==> src/rtl/dpt_pkg.sv <==
package dpt_pkg;
    typedef enum logic {
        XK_FRAME = 1'b0,
        XK_BLOCK = 1'b1
    } xfer_kind_e;
endpackage

==> src/rtl/dpt_prio_arb.sv <==
module dpt_prio_arb #(
    parameter int N  = 4,
    parameter int IW = 2
) (
    input  logic [N-1:0]  req,
    output logic          vld,
    output logic [IW-1:0] idx
);
    always_comb begin
        vld = 1'b0;
        idx = '0;
        for (int i = N - 1; i >= 0; i--) begin
            if (req[i]) begin
                vld = 1'b1;
                idx = IW'(i);
            end
        end
    end
endmodule

==> src/rtl/dpt_chan.sv <==
module dpt_chan
    import dpt_pkg::*;
#(
    parameter int FW = 8,
    parameter int EW = 8
) (
    input  logic          clk,
    input  logic          rst_n,
    input  logic          hw_req,
    input  logic          sw_req,
    input  logic          blk_mode,
    input  logic          aim_on,
    input  logic [FW-1:0] init_f,
    input  logic [EW-1:0] init_e,
    input  logic          start,
    input  logic          step,
    input  logic          abort,
    output logic          pend,
    output logic [FW-1:0] fcnt,
    output logic [EW-1:0] ecnt,
    output logic          xfer_end
);
    typedef struct packed {
        logic          pend;
        logic          sw_src;
        logic          loaded;
        logic [FW-1:0] fcnt;
        logic [EW-1:0] ecnt;
    } ch_st_t;

    ch_st_t     st_q, st_d;
    xfer_kind_e kind;
    logic       frm_end, blk_end, keep, clr;

    assign kind = xfer_kind_e'(blk_mode);

    always_comb begin
        st_d     = st_q;
        frm_end  = step && (st_q.ecnt <= EW'(1));
        blk_end  = frm_end && (st_q.fcnt <= FW'(1));
        keep     = blk_end && aim_on && st_q.sw_src && !abort;
        xfer_end = abort || ((kind == XK_BLOCK) ? blk_end : frm_end);
        clr      = xfer_end && !keep;

        if (start && !st_q.loaded) begin
            st_d.fcnt   = init_f;
            st_d.ecnt   = init_e;
            st_d.loaded = 1'b1;
        end
        if (step) begin
            if (frm_end) begin
                st_d.ecnt = init_e;
                if (blk_end) begin
                    st_d.fcnt   = init_f;
                    st_d.loaded = 1'b0;
                end else begin
                    st_d.fcnt = st_q.fcnt - FW'(1);
                end
            end else begin
                st_d.ecnt = st_q.ecnt - EW'(1);
            end
        end
        if (abort) begin
            st_d.fcnt   = init_f;
            st_d.ecnt   = init_e;
            st_d.loaded = 1'b0;
        end

        st_d.pend = (st_q.pend && !clr) || hw_req || sw_req;
        if (sw_req) begin
            st_d.sw_src = 1'b1;
        end else if (hw_req) begin
            st_d.sw_src = 1'b0;
        end
    end

    always_ff @(posedge clk or negedge rst_n) begin
        if (!rst_n) begin
            st_q <= '0;
        end else begin
            st_q <= st_d;
        end
    end

    assign pend = st_q.pend;
    assign fcnt = st_q.fcnt;
    assign ecnt = st_q.ecnt;

    a_r1_req_sets_pend: assert property (@(posedge clk) disable iff (!rst_n)
        (hw_req || sw_req) |=> pend);
    a_r10_abort_clears: assert property (@(posedge clk) disable iff (!rst_n)
        (abort && !hw_req && !sw_req) |=> !pend);
    a_r5_loaded_nonzero: assert property (@(posedge clk) disable iff (!rst_n)
        st_q.loaded |-> (fcnt != '0 && ecnt != '0));
    a_r7_block_reload: assert property (@(posedge clk) disable iff (!rst_n)
        (blk_end && !abort) |=> (fcnt == $past(init_f) && ecnt == $past(init_e)));
endmodule

==> src/rtl/dma_pend_tracker.sv <==
module dma_pend_tracker
    import dpt_pkg::*;
#(
    parameter int NCH = 4,
    parameter int FW  = 8,
    parameter int EW  = 8,
    localparam int CHW = (NCH > 1) ? $clog2(NCH) : 1
) (
    input  logic              clk,
    input  logic              rst_n,
    input  logic              dma_en,
    input  logic [NCH-1:0]    ch_en,
    input  logic [NCH-1:0]    hw_req,
    input  logic [NCH-1:0]    sw_req,
    input  logic [NCH-1:0]    blk_mode,
    input  logic [NCH-1:0]    auto_init,
    input  logic [NCH*FW-1:0] init_fcnt,
    input  logic [NCH*EW-1:0] init_ecnt,
    input  logic              elem_done,
    input  logic              err,
    output logic [NCH-1:0]    pend,
    output logic              grant_vld,
    output logic [CHW-1:0]    grant_ch,
    output logic [NCH*FW-1:0] cur_fcnt,
    output logic [NCH*EW-1:0] cur_ecnt
);
    typedef struct packed {
        logic           busy;
        logic [CHW-1:0] gch;
    } gr_st_t;

    gr_st_t         st_q, st_d;
    logic [NCH-1:0] eligible, start_v, step_v, abort_v, end_v;
    logic           arb_vld;
    logic [CHW-1:0] arb_idx;

    assign eligible = pend & ch_en & {NCH{dma_en}};

    dpt_prio_arb #(.N(NCH), .IW(CHW)) arb_i (
        .req (eligible),
        .vld (arb_vld),
        .idx (arb_idx)
    );

    for (genvar c = 0; c < NCH; c++) begin : g_ch
        dpt_chan #(.FW(FW), .EW(EW)) ch_i (
            .clk      (clk),
            .rst_n    (rst_n),
            .hw_req   (hw_req[c]),
            .sw_req   (sw_req[c]),
            .blk_mode (blk_mode[c]),
            .aim_on   (auto_init[c]),
            .init_f   (init_fcnt[c*FW +: FW]),
            .init_e   (init_ecnt[c*EW +: EW]),
            .start    (start_v[c]),
            .step     (step_v[c]),
            .abort    (abort_v[c]),
            .pend     (pend[c]),
            .fcnt     (cur_fcnt[c*FW +: FW]),
            .ecnt     (cur_ecnt[c*EW +: EW]),
            .xfer_end (end_v[c])
        );
    end

    always_comb begin
        start_v = '0;
        step_v  = '0;
        abort_v = '0;
        if (st_q.busy) begin
            step_v[st_q.gch]  = elem_done;
            abort_v[st_q.gch] = err;
        end else if (arb_vld) begin
            start_v[arb_idx] = 1'b1;
        end
    end

    always_comb begin
        st_d = st_q;
        if (st_q.busy) begin
            if (end_v[st_q.gch]) begin
                st_d.busy = 1'b0;
            end
        end else if (arb_vld) begin
            st_d.busy = 1'b1;
            st_d.gch  = arb_idx;
        end
    end

    always_ff @(posedge clk or negedge rst_n) begin
        if (!rst_n) begin
            st_q <= '0;
        end else begin
            st_q <= st_d;
        end
    end

    assign grant_vld = st_q.busy;
    assign grant_ch  = st_q.gch;

    a_r2_grant_needs_enable: assert property (@(posedge clk) disable iff (!rst_n)
        (!st_q.busy && arb_vld) |-> (dma_en && ch_en[arb_idx] && pend[arb_idx]));
    a_r3_lowest_wins: assert property (@(posedge clk) disable iff (!rst_n)
        arb_vld |-> ((eligible & ((NCH'(1) << arb_idx) - NCH'(1))) == '0));
    a_r3_grant_follows_arb: assert property (@(posedge clk) disable iff (!rst_n)
        (!st_q.busy && arb_vld) |=> (grant_vld && grant_ch == $past(arb_idx)));
    a_r4_hold: assert property (@(posedge clk) disable iff (!rst_n)
        (st_q.busy && !elem_done && !err) |=> (grant_vld && $stable(grant_ch)));
    a_r4_grant_pending: assert property (@(posedge clk) disable iff (!rst_n)
        st_q.busy |-> pend[st_q.gch]);
    a_r12_idle_counts: assert property (@(posedge clk) disable iff (!rst_n)
        (!st_q.busy && !arb_vld) |=> ($stable(cur_fcnt) && $stable(cur_ecnt)));
endmodule

==> config.mk <==
export PLATFORM = sky130hd
export DESIGN_NAME = dma_pend_tracker
export DESIGN_NICKNAME = d
export VERILOG_FILES = /design/src/rtl/dpt_pkg.sv /design/src/rtl/dpt_prio_arb.sv /design/src/rtl/dpt_chan.sv /design/src/rtl/dma_pend_tracker.sv
export SDC_FILE = /design/constraint.sdc
export NUM_CORES = 1
export LEC_CHECK = 0
export ABC_AREA = 1
export CAP_MARGIN = 20
export CORE_MARGIN = 2
export CORE_UTILIZATION = 56
export CTS_CLUSTER_SIZE = 20
export DETAILED_ROUTE_END_ITERATION = 6
export GPL_ROUTABILITY_DRIVEN = 1
export PLACE_DENSITY = 0.91
export SETUP_SLACK_MARGIN = 0.4
export SLEW_MARGIN = 10
export SYNTH_ARGS = -nofsm -noshare
export SYNTH_HDL_FRONTEND = slang
export SYNTH_HIERARCHICAL = 1
export SYNTH_SLANG_ARGS = --single-unit
==> constraint.sdc <==
create_clock -name clk -period 6.1 [get_ports clk]
set_input_delay 1.22 -clock clk [delete_from_list [all_inputs] [get_ports clk]]
set_output_delay 1.22 -clock clk [all_outputs]
set_load 0.01 [all_outputs]
### Yosys cells after proc, flatten, opt, wreduce, memory -nomap -nowiden

Index checks and enable logic that the tools add are counted.

| word-level totals | value |
|---|---|
| bits in registers | 79 |
| bits of input ports | 89 |
| output and inout port bits | 71 |
| word-level logic and storage cells | 179 |

| operators by class | value |
|---|---|
| add/subtract/negate cells | 8 |
| $lt $le $gt $ge | 12 |
| muxes and demuxes | 61 |
| bitwise operators | 5 |
| reductions and logical operators | 71 |

Operators with widths:

| kind | count |
|---|---|
| $mux W17 | 12 |
| $le A8 B1 Y1 const B | 8 |
| $mux W8 | 8 |
| $sub A8 B1 Y8 const B | 8 |
| $mux W9 | 4 |
| $logic_and A1 B1 Y1 | 34 |
| $mux W1 | 25 |
| $and A4 B4 Y4 | 4 |
| $logic_not A1 Y1 | 16 |
| $mux W4 | 4 |
| $logic_or A1 B1 Y1 | 12 |
| $reduce_bool A3 Y1 | 4 |
| $mux W2 | 4 |
| $reduce_bool A2 Y1 | 4 |
| $lt A2 B3 Y1 const B | 2 |
| $demux W1 S2 | 2 |
| $ge A2 B1 Y1 const B | 2 |
| $mux W3 | 1 |
| $bmux W1 S2 | 1 |
| $reduce_and A2 Y1 | 1 |
| $not A1 Y1 | 1 |

### Depth between registers and ports, before layout

Gate-level depths: netlist of run 1.

| depth | value |
|---|---|
| depth after elaboration | 18 |
| mapped depth | 17 |

### By module

The synthesis of run 1 kept the hierarchy.

Modules (own cells, without submodules):

| module | times used | cells an instance | area each (um^2) | sequential area each (um^2) |
|---|---|---|---|---|
| dpt_chan (g_ch[2].ch_i ...) | 2 | 252 | 1679.1 | 475.5 |
| dpt_chan (g_ch[0].ch_i ...) | 2 | 248 | 1632.8 | 475.5 |
| dma_pend_tracker | 1 | 55 | 276.5 | 75.1 |
| dpt_prio_arb | 1 | 8 | 36.3 | 0.0 |

### Worst setup path after synthesis of run 1

Ideal clock, no wire load.

| path | value |
|---|---|
| kind | input to register |
| from | input port dma_en |
| to | register g_ch[0].ch_i.st_q, in the netlist g_ch[0].ch_i/ecnt[6] |
| data arrival time | 2.769 ns |
| required time | 5.983 ns |
| slack | 3.214 ns |
| stages on the path | 17 |
| path buffers | 0 |
| cells stage by stage | inv_1 nor2_1 nor2_1 nand2_1 inv_1 nor2_2 inv_1 nor3_1 inv_1 nor2_4 nor2_1 inv_1 nor2_1 inv_1 nand2_1 nor2_1 nor2_1 |

| between the ends | value |
|---|---|
| elaborated cells between the ends (all ways) | 18 |

RTL lines:

| element | RTL line | RTL |
|---|---|---|
| from (decl) | dma_pend_tracker.sv:11 | `input logic dma_en,` |
| $and A4 B4 Y4 | dma_pend_tracker.sv:37 | `assign eligible = pend & ch_en & {NCH{dma_en}};` |
| via eligible[0] | dma_pend_tracker.sv:33 | `logic [NCH-1:0] eligible, start_v, step_v, abort_v, end_v;` |
| $mux W1 | dpt_prio_arb.sv:13 | `if (req[i]) begin` |
| via arb_vld | dma_pend_tracker.sv:34 | `logic arb_vld;` |
| $mux W4 | dma_pend_tracker.sv:72 | `end else if (arb_vld) begin` |
| $mux W4 | dma_pend_tracker.sv:69 | `if (st_q.busy) begin` |
| via start_v[0] | dma_pend_tracker.sv:33 |  |
| $logic_and A1 B1 Y1 | dpt_chan.sv:45 | `if (start && !st_q.loaded) begin` |
| $reduce_bool A3 Y1 (no source line) | - |  |
| to (signal assigned) | dpt_chan.sv:81 | `st_q <= st_d;` |
| to (decl) | dpt_chan.sv:31 | `ch_st_t st_q, st_d;` |

The timed path passes the listed nets, and every way through them passes these cells.
A chain may end at the register's enable or synchronous reset.

### Final worst setup path of run 1

| path | value |
|---|---|
| from | input port dma_en |
| to | register g_ch[2].ch_i.st_q, in the netlist g_ch[2].ch_i/ecnt[6] |

| between the ends | value |
|---|---|
| elaborated cells between the ends (all ways) | 18 |

RTL lines:

| element | RTL line | RTL |
|---|---|---|
| $and A4 B4 Y4 * | dma_pend_tracker.sv:37 |  |
| via eligible[2] | dma_pend_tracker.sv:33 |  |
| $mux W2 * (3 in a row) | dpt_prio_arb.sv:13 |  |
| via arb_idx[1] | dma_pend_tracker.sv:35 | `logic [CHW-1:0] arb_idx;` |
| $lt A2 B3 Y1 (not written as such) or $ge A2 B1 Y1 (tied branches) | dma_pend_tracker.sv:73 | `start_v[arb_idx] = 1'b1;` |
| $logic_and A1 B1 Y1 (not written as such) | dma_pend_tracker.sv:73 |  |
| $mux W1 (not written as such) | dma_pend_tracker.sv:73 |  |
| $demux W1 S2 * | dma_pend_tracker.sv:73 |  |
| $mux W4 * | dma_pend_tracker.sv:72 |  |
| $mux W4 * | dma_pend_tracker.sv:69 |  |
| via start_v[2] | dma_pend_tracker.sv:33 |  |
| $logic_and A1 B1 Y1 * | dpt_chan.sv:45 |  |
| $reduce_bool A3 Y1 (no source line) * | - |  |
| to (signal assigned) | dpt_chan.sv:81 |  |
| to (decl) | dpt_chan.sv:31 |  |

The timed path passes the listed nets; every way through them passes the cells marked *.

==> impl_metrics.ini, run 1 <==
[timing]
finClkSkew_ps = 5.68
period_utilization = 0.579
totalNegativeSetupSlack_ps = 0
worst_slew_pin_slew_ps = 665
number_of_pins_with_negative_max_slew_slack_in_the_final_report = 0
max_slew_margin = 0.555
max_freq_ghz = 0.283
setup_violations = 0
final_hold_viol_count = 0
rsz0062_at_grt = no
layout_min_cycle_time_ps = 3530

[status]
outcome = completed

[drt]
wl_per_cell_um = 13.5
routed_wirelength_um = 18000
ant_nets = 0
first_iter_violations = 703
firstDrtPassIters = 5
route.vias.total = 7013
vias_per_cell = 5.25
remaining_drc_errors = 0

[grt]
grt_util_all_layers = 0.272
global_route.usage.met1 = 0.357
maximum_number_of_pins_on_one_net_before_global_route_repair = 80
gr-usage-met2 = 0.461
grt_antenna_before_repair = 0
grt.overflow.total = 0
grt_first_pass_wirelength_um = 29500
grt_most_used_layer = met2
first_global_vias = 6494
gr-usage-met3 = 0.0374

[critical_path]
cp_dominant_cell_by_count = sky130_fd_sc_hd__nor2_1
startpoint_type = input port
crit_chain = clkdlybuf4s50_1, inv_1, nor2_1, nor2_1, nor3_1, nand2_1, nor2_1, inv_1, nor2_4, nor2_1, o21ai_2, nand2_1, nand3_1, nand2_1, inv_1
critical-path-slowest-cell = sky130_fd_sc_hd__clkdlybuf4s50_1
crit_required_ps = 6380
worstPathArrival_ps = 3810
worst-setup-path-type = in -> reg
critPathMaxStageDelay_ps = 480
worst-path-max-fanout = 8
critical_path.endpoint_type = flop

[finish]
area_growth_pct = 22.5
final_cell_mix = sky130_fd_sc_hd__nand2_1, sky130_fd_sc_hd__clkdlybuf4s50_1, sky130_fd_sc_hd__inv_1
post_route_cells_drive_above_1_share = 0.0805
postLayoutCellArea_mm2 = 0.00850
layout.nets = 1267
layout.cells.most_common = sky130_fd_sc_hd__nand2_1
fillCellCount = 1015
antenna_cells_inserted = 0

[flow_run]
max_cap_violations = 0

[yosys]
ys_warn_count = 6
postSynthRegisterBits = 79
muxShareOfSynthArea = 0
synthesis.area_per_instance_um2 = 6.53
netlist-cell-type-count = 34
synth_area_mm2 = 0.00694
synth_nets = 1168
synth_compound_area_frac = 0.0712
yosys.area_share.adder = 0.0289
sequential_share_of_the_synthesized_area = 0.285
xor_xnor_portion_of_the_synthesized_cell_area = 0.0101
syn-instance-count = 1063
dominant_combinational_cell_family_by_area_after_synthesis = simple AND/OR/NAND/NOR gates
synth_simple_gate_area_frac = 0.435

[floorplanning]
fp.coreArea_mm2 = 0.0121
rows = 40
fp.dieArea_mm2 = 0.0133
i_o_pin_count = 160
floorplan.initialDensity = 0.575
dieHeight_um = 115
chipWidth_um = 115

[clock_tree]
cts-root-to-sink-buffers = 2
library_cell_used_as_clock_root_buffer = sky130_fd_sc_hd__clkbuf_16
tritoncts = built
clkLatencyLatePin_ps = 340
worst_setup_hold_path_clk_slew_ps = 60
cts_inserted_buffers = 9
postCtsSetupRepairBufs = 0
cts.sinks = 79
ctsHtreeMaxLevel = 3
postCtsResizedCells = 0
postCtsHoldBufs = 0

[power]
power.ir.vdd_worst_mv = 0.216
cellLeakagePower_uw = 0.00423
total_power_uw = 3530
power-per-cell-area_mw_per_mm2 = 416

[place]
routabilityCongestion = 0.959
hpwl_um = 13300
postPlaceCellArea_mm2 = 0.00817
buffer_ports.inserted = 159

[worst_hold_path]
min-delay-path-class = reg -> reg
[metrics by stage]
step	util	setup slack, ps	hold WS (ps)	std cells
after floorplan	-	3210	475	1063
after global placement	0.677	2350	482	1318
after detailed placement	0.677	2310	491	1318
after CTS	0.703	2600	506	1334
after global routing	0.704	2340	533	1335
final	0.704	2570	500	1335
[synthesized netlist by cell type (all sizes together)]
library cell / count / area share
nand2: 371 / 0.21
buf: 74 / 0.084
dfrtp: 79 / 0.28
ha: 16 / 0.029
nand3b: 8 / 0.0087
xnor2: 6 / 0.0076
nor3: 4 / 0.0029
inv: 152 / 0.084
o22ai: 6 / 0.0054
nand4: 10 / 0.0090
a21boi: 4 / 0.0043
o21ai: 36 / 0.027
o211ai: 8 / 0.0087
and2: 2 / 0.0018
nand3: 120 / 0.097
xor2: 2 / 0.0025
a31oi: 4 / 0.0036
clkinv: 4 / 0.0022
nor2: 130 / 0.10
o21bai: 6 / 0.0065
a21oi: 21 / 0.016
[critical path: cells and delay by family]
kind	cells	cell delay, ps
AND/OR/NAND/NOR	10	1590
AO/OA/AOI/OAI	1	280
buffers and inverters	4	730
[sequential cells by signal, summed over array words and instances (netlist names)]
signal,count
g_ch.ch_i/pend,4
g_ch.ch_i/st_q,8
g_ch.ch_i/fcnt,32
g_ch.ch_i/ecnt,32
grant_ch,2
grant_vld,1
[metal layers]
layer  up-vias  part of all wire  wire length, µm
met3        40             0.066             1190
met2       281              0.48             8560
met4         0             0.024              440
met5         -                 0                0
li1       3456                 -                -
met1      3236              0.43             7780
[report_power, final]
part           switching (µW)  leakage (µW)  internal, µW
logic                    1090       0.00316           859
registers                 282      0.000913           742
clock network             213      0.000156           349
[cells by family after synthesis]
| logic type | after synthesis |
|---|---|
| AOI/OAI and AO/OA | 85 |
| xor gates and xnor gates | 8 |
| adders and majority gates | 16 |
| buffers and inverters | 230 |
| DFF | 79 |
| and+or+nand+nor | 645 |
[layout make-up]
cell class                 instances  area [µm²]  area share
inverter                         156         596      0.0701
clock inverter                     3        40.0     0.00471
tap                              168         210      0.0247
sequential                        79        1980       0.233
multi-input combinational        754        3780       0.445
timing repair buffer             162        1620       0.191
clock buffer                      13         270      0.0318
[worst paths after layout]
check / startpoint / end / slack (ps) / cells past startpoint
max: dma_en / g_ch[2].ch_i/ecnt[6]$_DFFE_PN0P_ / 2570 / 15
min: g_ch[1].ch_i/pend$_DFF_PN0_ / g_ch[1].ch_i/pend$_DFF_PN0_ / 500 / 2
max reg2reg: g_ch[2].ch_i/pend$_DFF_PN0_ / g_ch[2].ch_i/ecnt[6]$_DFFE_PN0P_ / 3450 / 14
min reg2reg: g_ch[1].ch_i/pend$_DFF_PN0_ / g_ch[1].ch_i/pend$_DFF_PN0_ / 500 / 2
max in group asynchronous: rst_n / g_ch[3].ch_i/ecnt[6]$_DFFE_PN0P_ / 4610 / 2
min in group asynchronous: rst_n / g_ch[1].ch_i/fcnt[6]$_DFF_PN0_ / 850 / 1
Note: power is estimated with default switching activity, not from simulation.
==> run 2: changes to the inputs <==
--- a/config.mk
+++ b/config.mk
@@ -8,11 +8,11 @@
 export ABC_AREA = 1
 export CAP_MARGIN = 20
 export CORE_MARGIN = 2
-export CORE_UTILIZATION = 56
+export CORE_UTILIZATION = 52
 export CTS_CLUSTER_SIZE = 20
 export DETAILED_ROUTE_END_ITERATION = 6
 export GPL_ROUTABILITY_DRIVEN = 1
-export PLACE_DENSITY = 0.91
+export PLACE_DENSITY = 0.86
 export SETUP_SLACK_MARGIN = 0.4
 export SLEW_MARGIN = 10
 export SYNTH_ARGS = -nofsm -noshare
==> constraint.sdc (replaced) <==
create_clock -name clk -period 3.35 [get_ports clk]
set_input_delay 0.67 -clock clk [delete_from_list [all_inputs] [get_ports clk]]
set_output_delay 0.67 -clock clk [all_outputs]
set_load 0.01 [all_outputs]
==> impl_metrics.ini, run 2 (synthesized netlist as in run 1, its figures left out) <==
[grt]
maximum_number_of_pins_on_one_net_before_global_route_repair = 80
grt_antenna_before_repair = 0
first_global_vias = 6255
grt_first_pass_wirelength_um = 29600
grt.overflow.total = 0
grt_util_all_layers = 0.253

[drt]
ant_nets = 0
firstDrtPassIters = 6
route.vias.total = 6911
wl_per_cell_um = 13.3
routed_wirelength_um = 18000
remaining_drc_errors = 0
vias_per_cell = 5.13
first_iter_violations = 650

[critical_path]
critical_path.top_delay_family = simple AND/OR/NAND/NOR gates
worstPathArrival_ps = 2870
critical-path-slowest-cell = sky130_fd_sc_hd__clkdlybuf4s50_1
critical_path.endpoint_type = flop
worst-path-buf-inv = 7
crit_required_ps = 3570
critPathMaxStageDelay_ps = 460
startpoint_type = input port
worst-setup-path-type = in -> reg
worst-path-max-fanout = 7
crit_chain = clkdlybuf4s50_1, inv_1, nor2_2, nor2_1, nand2_1, inv_1, nor2_2, inv_1, nor3_2, inv_1, nor2_4, nor2_1, inv_1, nor2_1, inv_2, nand2_1, nand2_1, nand3_1
cp_dominant_cell_by_count = sky130_fd_sc_hd__inv_1
crit_start = dma_en
timing.rr.start = g_ch[2].ch_i/pend$_DFF_PN0_

[power]
p_int_uw = 3440
power.ir.vdd_worst_mv = 0.432
swShare = 0.453
power_frac_comb = 0.564
power-per-cell-area_mw_per_mm2 = 738
switching_power_uw = 2840
share_seq_of_total_power = 0.296
cellLeakagePower_uw = 0.00423
clockPowerShare = 0.140

[clock_tree]
ctsHtreeMaxLevel = 3
worst_setup_hold_path_clk_slew_ps = 60
postCtsHoldBufs = 0
tritoncts = built
cts-root-to-sink-buffers = 2
cts.sinks = 79
postCtsSetupRepairBufs = 0
library_cell_used_as_clock_root_buffer = sky130_fd_sc_hd__clkbuf_16
clkLatencyLatePin_ps = 340
cts_inserted_buffers = 9

[worst_hold_path]
min-delay-path-class = in -> async

[status]
outcome = completed

[place]
buffer_ports.inserted = 159
routabilityCongestion = 0.913
place_inst = 1332
hpwl_um = 13400

[floorplanning]
dieHeight_um = 119
chipWidth_um = 119
i_o_pin_count = 160
fp.dieArea_mm2 = 0.0143
fp.coreArea_mm2 = 0.0131
floorplan.initialDensity = 0.528
rows = 42

[finish]
finish.cell_count_without_fillers = 1346
final_cell_mix = sky130_fd_sc_hd__nand2_1, sky130_fd_sc_hd__clkdlybuf4s50_1, sky130_fd_sc_hd__inv_1
top_regs = g_ch.ch_i/ecnt x32, g_ch.ch_i/fcnt x32, g_ch.ch_i/st_q x8
antenna_cells_inserted = 0
layout.nets = 1273
post_route_cells_drive_above_1_share = 0.0889
finish.utilization = 0.648
area_growth_pct = 22.7
layout.cells.most_common = sky130_fd_sc_hd__nand2_1

[timing]
finClkSkew_ps = 4.87
rsz0062_at_grt = no
worst_slew_pin_slew_ps = 388
number_of_pins_with_negative_max_slew_slack_in_the_final_report = 0
layout_min_cycle_time_ps = 2640
final_hold_viol_count = 0
max_slew_margin = 0.741
totalNegativeSetupSlack_ps = 0
max_freq_ghz = 0.378
setup_violations = 0
period_utilization = 0.789

[flow_run]
max_cap_violations = 0
## run 2: cell types whose count changed in the layout (fill, tap and decap cells not counted), sizes merged
| cell | previous run | this run |
|---|---|---|
| bufinv | 1 | 0 |
| clkbuf | 13 | 11 |
| buf | 4 | 10 |
## run 2: through the flow
stage | power (µW) | hold slack (ps) | setup slack (ps) | area (µm²)
3_5_place_dp | 5350 | 495 | 223 | 8220
4_1_cts | 6280 | 510 | 566 | 8470
2_1_floorplan | 4460 | 374 | 1010 | 6940
6_report | 6280 | 197 | 707 | 8510
5_1_grt | 6830 | 209 | 415 | 8510
3_3_place_gp | 5290 | 492 | 280 | 8220
## run 2: timing repair
| action | CTS | global route |
|---|---|---|
| endpoints found under the hold margin | 0 | 0 |
| setup endpoints to repair | 0 | 23 |
| gates resized for setup | 0 | 7 |
## run 2: path summary, 6_finish.rpt
path	endpoint	slack, ps	depth (start not counted)
max	g_ch[0].ch_i/ecnt[2]$_DFFE_PN0P_	710	18
min	g_ch[0].ch_i/fcnt[6]$_DFF_PN0_	200	1
max reg2reg	g_ch[0].ch_i/ecnt[2]$_DFFE_PN0P_	1060	17
min reg2reg	g_ch[1].ch_i/pend$_DFF_PN0_	510	2
max in group asynchronous	g_ch[3].ch_i/ecnt[3]$_DFFE_PN0P_	2550	2
min in group clk	g_ch[1].ch_i/pend$_DFF_PN0_	510	2
## run 2: cell type report
cell class,instances,area [µm²]
Clock buffer,11,243
Clock inverter,2,10.0
Fill cell,1179,4620
Inverter,156,596
Multi-Input combinational cell,754,3790
Sequential cell,79,1980
Tap cell,176,220
Timing Repair Buffer,168,1680
## run 2: routing by layer
layer  part of all wire  vias to the layer above  GRT usage
li1                   -                     3472          -
met1               0.44                     3139      0.340
met2               0.46                      267      0.403
met3              0.066                       33     0.0423
met4              0.026                        0      0.110
met5                  0                        -          0
## run 2: power groups by stage
stage	clock, µW	sequential [µW]	combinational [µW]
floorplan	0	1740	2720
global placement	0	1860	3430
detailed placement	0	1860	3490
CTS	902	1850	3520
global route	951	1920	3960
finish	882	1860	3540
==> run 3: changes to the inputs <==
--- a/config.mk
+++ b/config.mk
@@ -8,11 +8,11 @@
 export ABC_AREA = 1
 export CAP_MARGIN = 20
 export CORE_MARGIN = 2
-export CORE_UTILIZATION = 52
+export CORE_UTILIZATION = 47
 export CTS_CLUSTER_SIZE = 20
 export DETAILED_ROUTE_END_ITERATION = 6
 export GPL_ROUTABILITY_DRIVEN = 1
-export PLACE_DENSITY = 0.86
+export PLACE_DENSITY = 0.82
 export SETUP_SLACK_MARGIN = 0.4
 export SLEW_MARGIN = 10
 export SYNTH_ARGS = -nofsm -noshare
==> constraint.sdc (replaced) <==
create_clock -name clk -period 2.1 [get_ports clk]
set_input_delay 0.42 -clock clk [delete_from_list [all_inputs] [get_ports clk]]
set_output_delay 0.42 -clock clk [all_outputs]
set_load 0.01 [all_outputs]
==> impl_metrics.ini, run 3 (synthesized netlist as in run 1, its figures left out) <==
[status]
outcome = completed

[clock_tree]
postCtsHoldBufs = 0
worst_setup_hold_path_clk_slew_ps = 60
clkLatencyLatePin_ps = 350
cts_inserted_buffers = 9
ctsHtreeMaxLevel = 3
cts-root-to-sink-buffers = 2
tritoncts = built
cts.sinks = 79
library_cell_used_as_clock_root_buffer = sky130_fd_sc_hd__clkbuf_16

[finish]
finish.utilization = 0.740
area_growth_pct = 54.5
post_route_cells_drive_above_1_share = 0.331
layout.cells.most_common = sky130_fd_sc_hd__nand2_1
antenna_cells_inserted = 0
top_regs = g_ch.ch_i/ecnt x32, g_ch.ch_i/fcnt x32, g_ch.ch_i/st_q x8
layout.nets = 1432
final_cell_mix = sky130_fd_sc_hd__nand2_1, sky130_fd_sc_hd__buf_4, sky130_fd_sc_hd__inv_1
fillCellCount = 1045

[timing]
worst_slew_pin_slew_ps = 529
final_hold_viol_count = 0
number_of_pins_with_negative_max_slew_slack_in_the_final_report = 0
max_freq_ghz = 0.495
setup_violations = 0
finalWorstSetupSlack_ps = 79.9
finClkSkew_ps = 10.5
max_slew_margin = 0.647
rsz0062_at_grt = yes
period_utilization = 0.962
totalNegativeSetupSlack_ps = 0
layout_min_cycle_time_ps = 2020

[grt]
grt_first_pass_wirelength_um = 35400
first_global_vias = 7502
grt_antenna_before_repair = 0
grt.overflow.total = 0
maximum_number_of_pins_on_one_net_before_global_route_repair = 37
grt_util_all_layers = 0.270

[critical_path]
worstPathArrival_ps = 2250
worst-path-max-fanout = 6
critical_path.endpoint_type = flop
worst-setup-path-type = reg -> reg
crit_required_ps = 2330
startpoint_type = flop

[power]
cellLeakagePower_uw = 0.00542
switching_power_uw = 5610
total_power_uw = 12400
swShare = 0.451
power-per-cell-area_mw_per_mm2 = 1160
power.ir.vdd_worst_mv = 0.594
clockPowerShare = 0.142
p_int_uw = 6830
power_frac_comb = 0.627
share_seq_of_total_power = 0.230

[drt]
route.vias.total = 7902
remaining_drc_errors = 0
first_iter_violations = 552
ant_nets = 0
vias_per_cell = 5.21
wl_per_cell_um = 15.1
firstDrtPassIters = 5
routed_wirelength_um = 22900

[floorplanning]
dieHeight_um = 125
i_o_pin_count = 160
rows = 44
floorplan.initialDensity = 0.479
chipWidth_um = 125
fp.coreArea_mm2 = 0.0145
fp.dieArea_mm2 = 0.0157

[place]
routabilityCongestion = 0.933
buffer_ports.inserted = 159
hpwl_um = 14600
dp_worst_setup_slack_ps = -563

[flow_run]
max_cap_violations = 0

[worst_hold_path]
min-delay-path-class = in -> async
-- run 3: cell type report --
| type | count | area, µm² | share of cell area |
|---|---|---|---|
| multi-input cells | 754 | 4600 | 0.429 |
| repair buffers | 327 | 2960 | 0.276 |
| flip-flops and latches | 79 | 1990 | 0.186 |
| clock buffers | 13 | 260 | 0.0243 |
| clock inverters | 3 | 65.1 | 0.00607 |
| inverters | 156 | 618 | 0.0577 |
| well taps | 184 | 230 | 0.0215 |
-- run 3: layer usage --
metal | share of wire | track usage
met1 | 0.39 | 0.324
met2 | 0.53 | 0.492
met3 | 0.057 | 0.0398
met4 | 0.024 | 0.0922
met5 | 0 | 0
-- run 3: worst paths after layout --
path                            cells past startpoint                                end                         startpoint  slack [ps]
worst max-delay path                               15   g_ch[0].ch_i/ecnt[6]$_DFFE_PN0P_        g_ch[0].ch_i/pend$_DFF_PN0_          80
worst min-delay path                                1   g_ch[0].ch_i/ecnt[0]$_DFFE_PN0P_                              rst_n          50
worst max register to register                     15   g_ch[0].ch_i/ecnt[6]$_DFFE_PN0P_        g_ch[0].ch_i/pend$_DFF_PN0_          80
worst min register to register                      2  g_ch[1].ch_i/st_q[17]$_DFFE_PN0P_  g_ch[1].ch_i/st_q[17]$_DFFE_PN0P_         530
max in group asynchronous                           2     g_ch[2].ch_i/fcnt[5]$_DFF_PN0_                              rst_n        1440
min in group clk                                    2  g_ch[1].ch_i/st_q[17]$_DFFE_PN0P_  g_ch[1].ch_i/st_q[17]$_DFFE_PN0P_         530
-- run 3: what timing repair did --
action	CTS	global route
gates cloned	0	0
pin swaps	66	49
setup buffers	54	31
gates resized for setup	205	133
setup endpoints to repair	134	77
-- run 3: worst max-delay path, stage by stage, from the launching register on --
cell	delay, ps
sky130_fd_sc_hd__dfrtp_1	400
sky130_fd_sc_hd__nand2_2	100
sky130_fd_sc_hd__nor2_4	40
sky130_fd_sc_hd__buf_6	110
sky130_fd_sc_hd__nor3_4	210
sky130_fd_sc_hd__buf_6	150
sky130_fd_sc_hd__nor3_4	50
sky130_fd_sc_hd__inv_2	60
sky130_fd_sc_hd__nor2_4	40
sky130_fd_sc_hd__nor2_4	120
sky130_fd_sc_hd__clkinv_4	110
sky130_fd_sc_hd__nor2_4	170
sky130_fd_sc_hd__inv_4	80
sky130_fd_sc_hd__buf_6	120
sky130_fd_sc_hd__nor2_1	90
sky130_fd_sc_hd__nor2_1	50
-- run 3: power groups by stage --
stage,clock network (µW),registers [µW],logic [µW]
global route,1870,2940,8530
detailed placement,0,2960,5950
finish,1770,2860,7800
floorplan,0,2780,4380
CTS,1800,2810,6920
global placement,0,2950,5820
-- run 3: per-stage QoR --
step | instances | hold slack (ps) | area [µm²]
2_1_floorplan | 1063 | 124 | 6980
4_1_cts | 1485 | 59.0 | 10100
3_5_place_dp | 1415 | 422 | 8860
5_1_grt | 1516 | 81.5 | 10700
6_report | 1516 | 50.7 | 10700
3_3_place_gp | 1415 | 420 | 8860
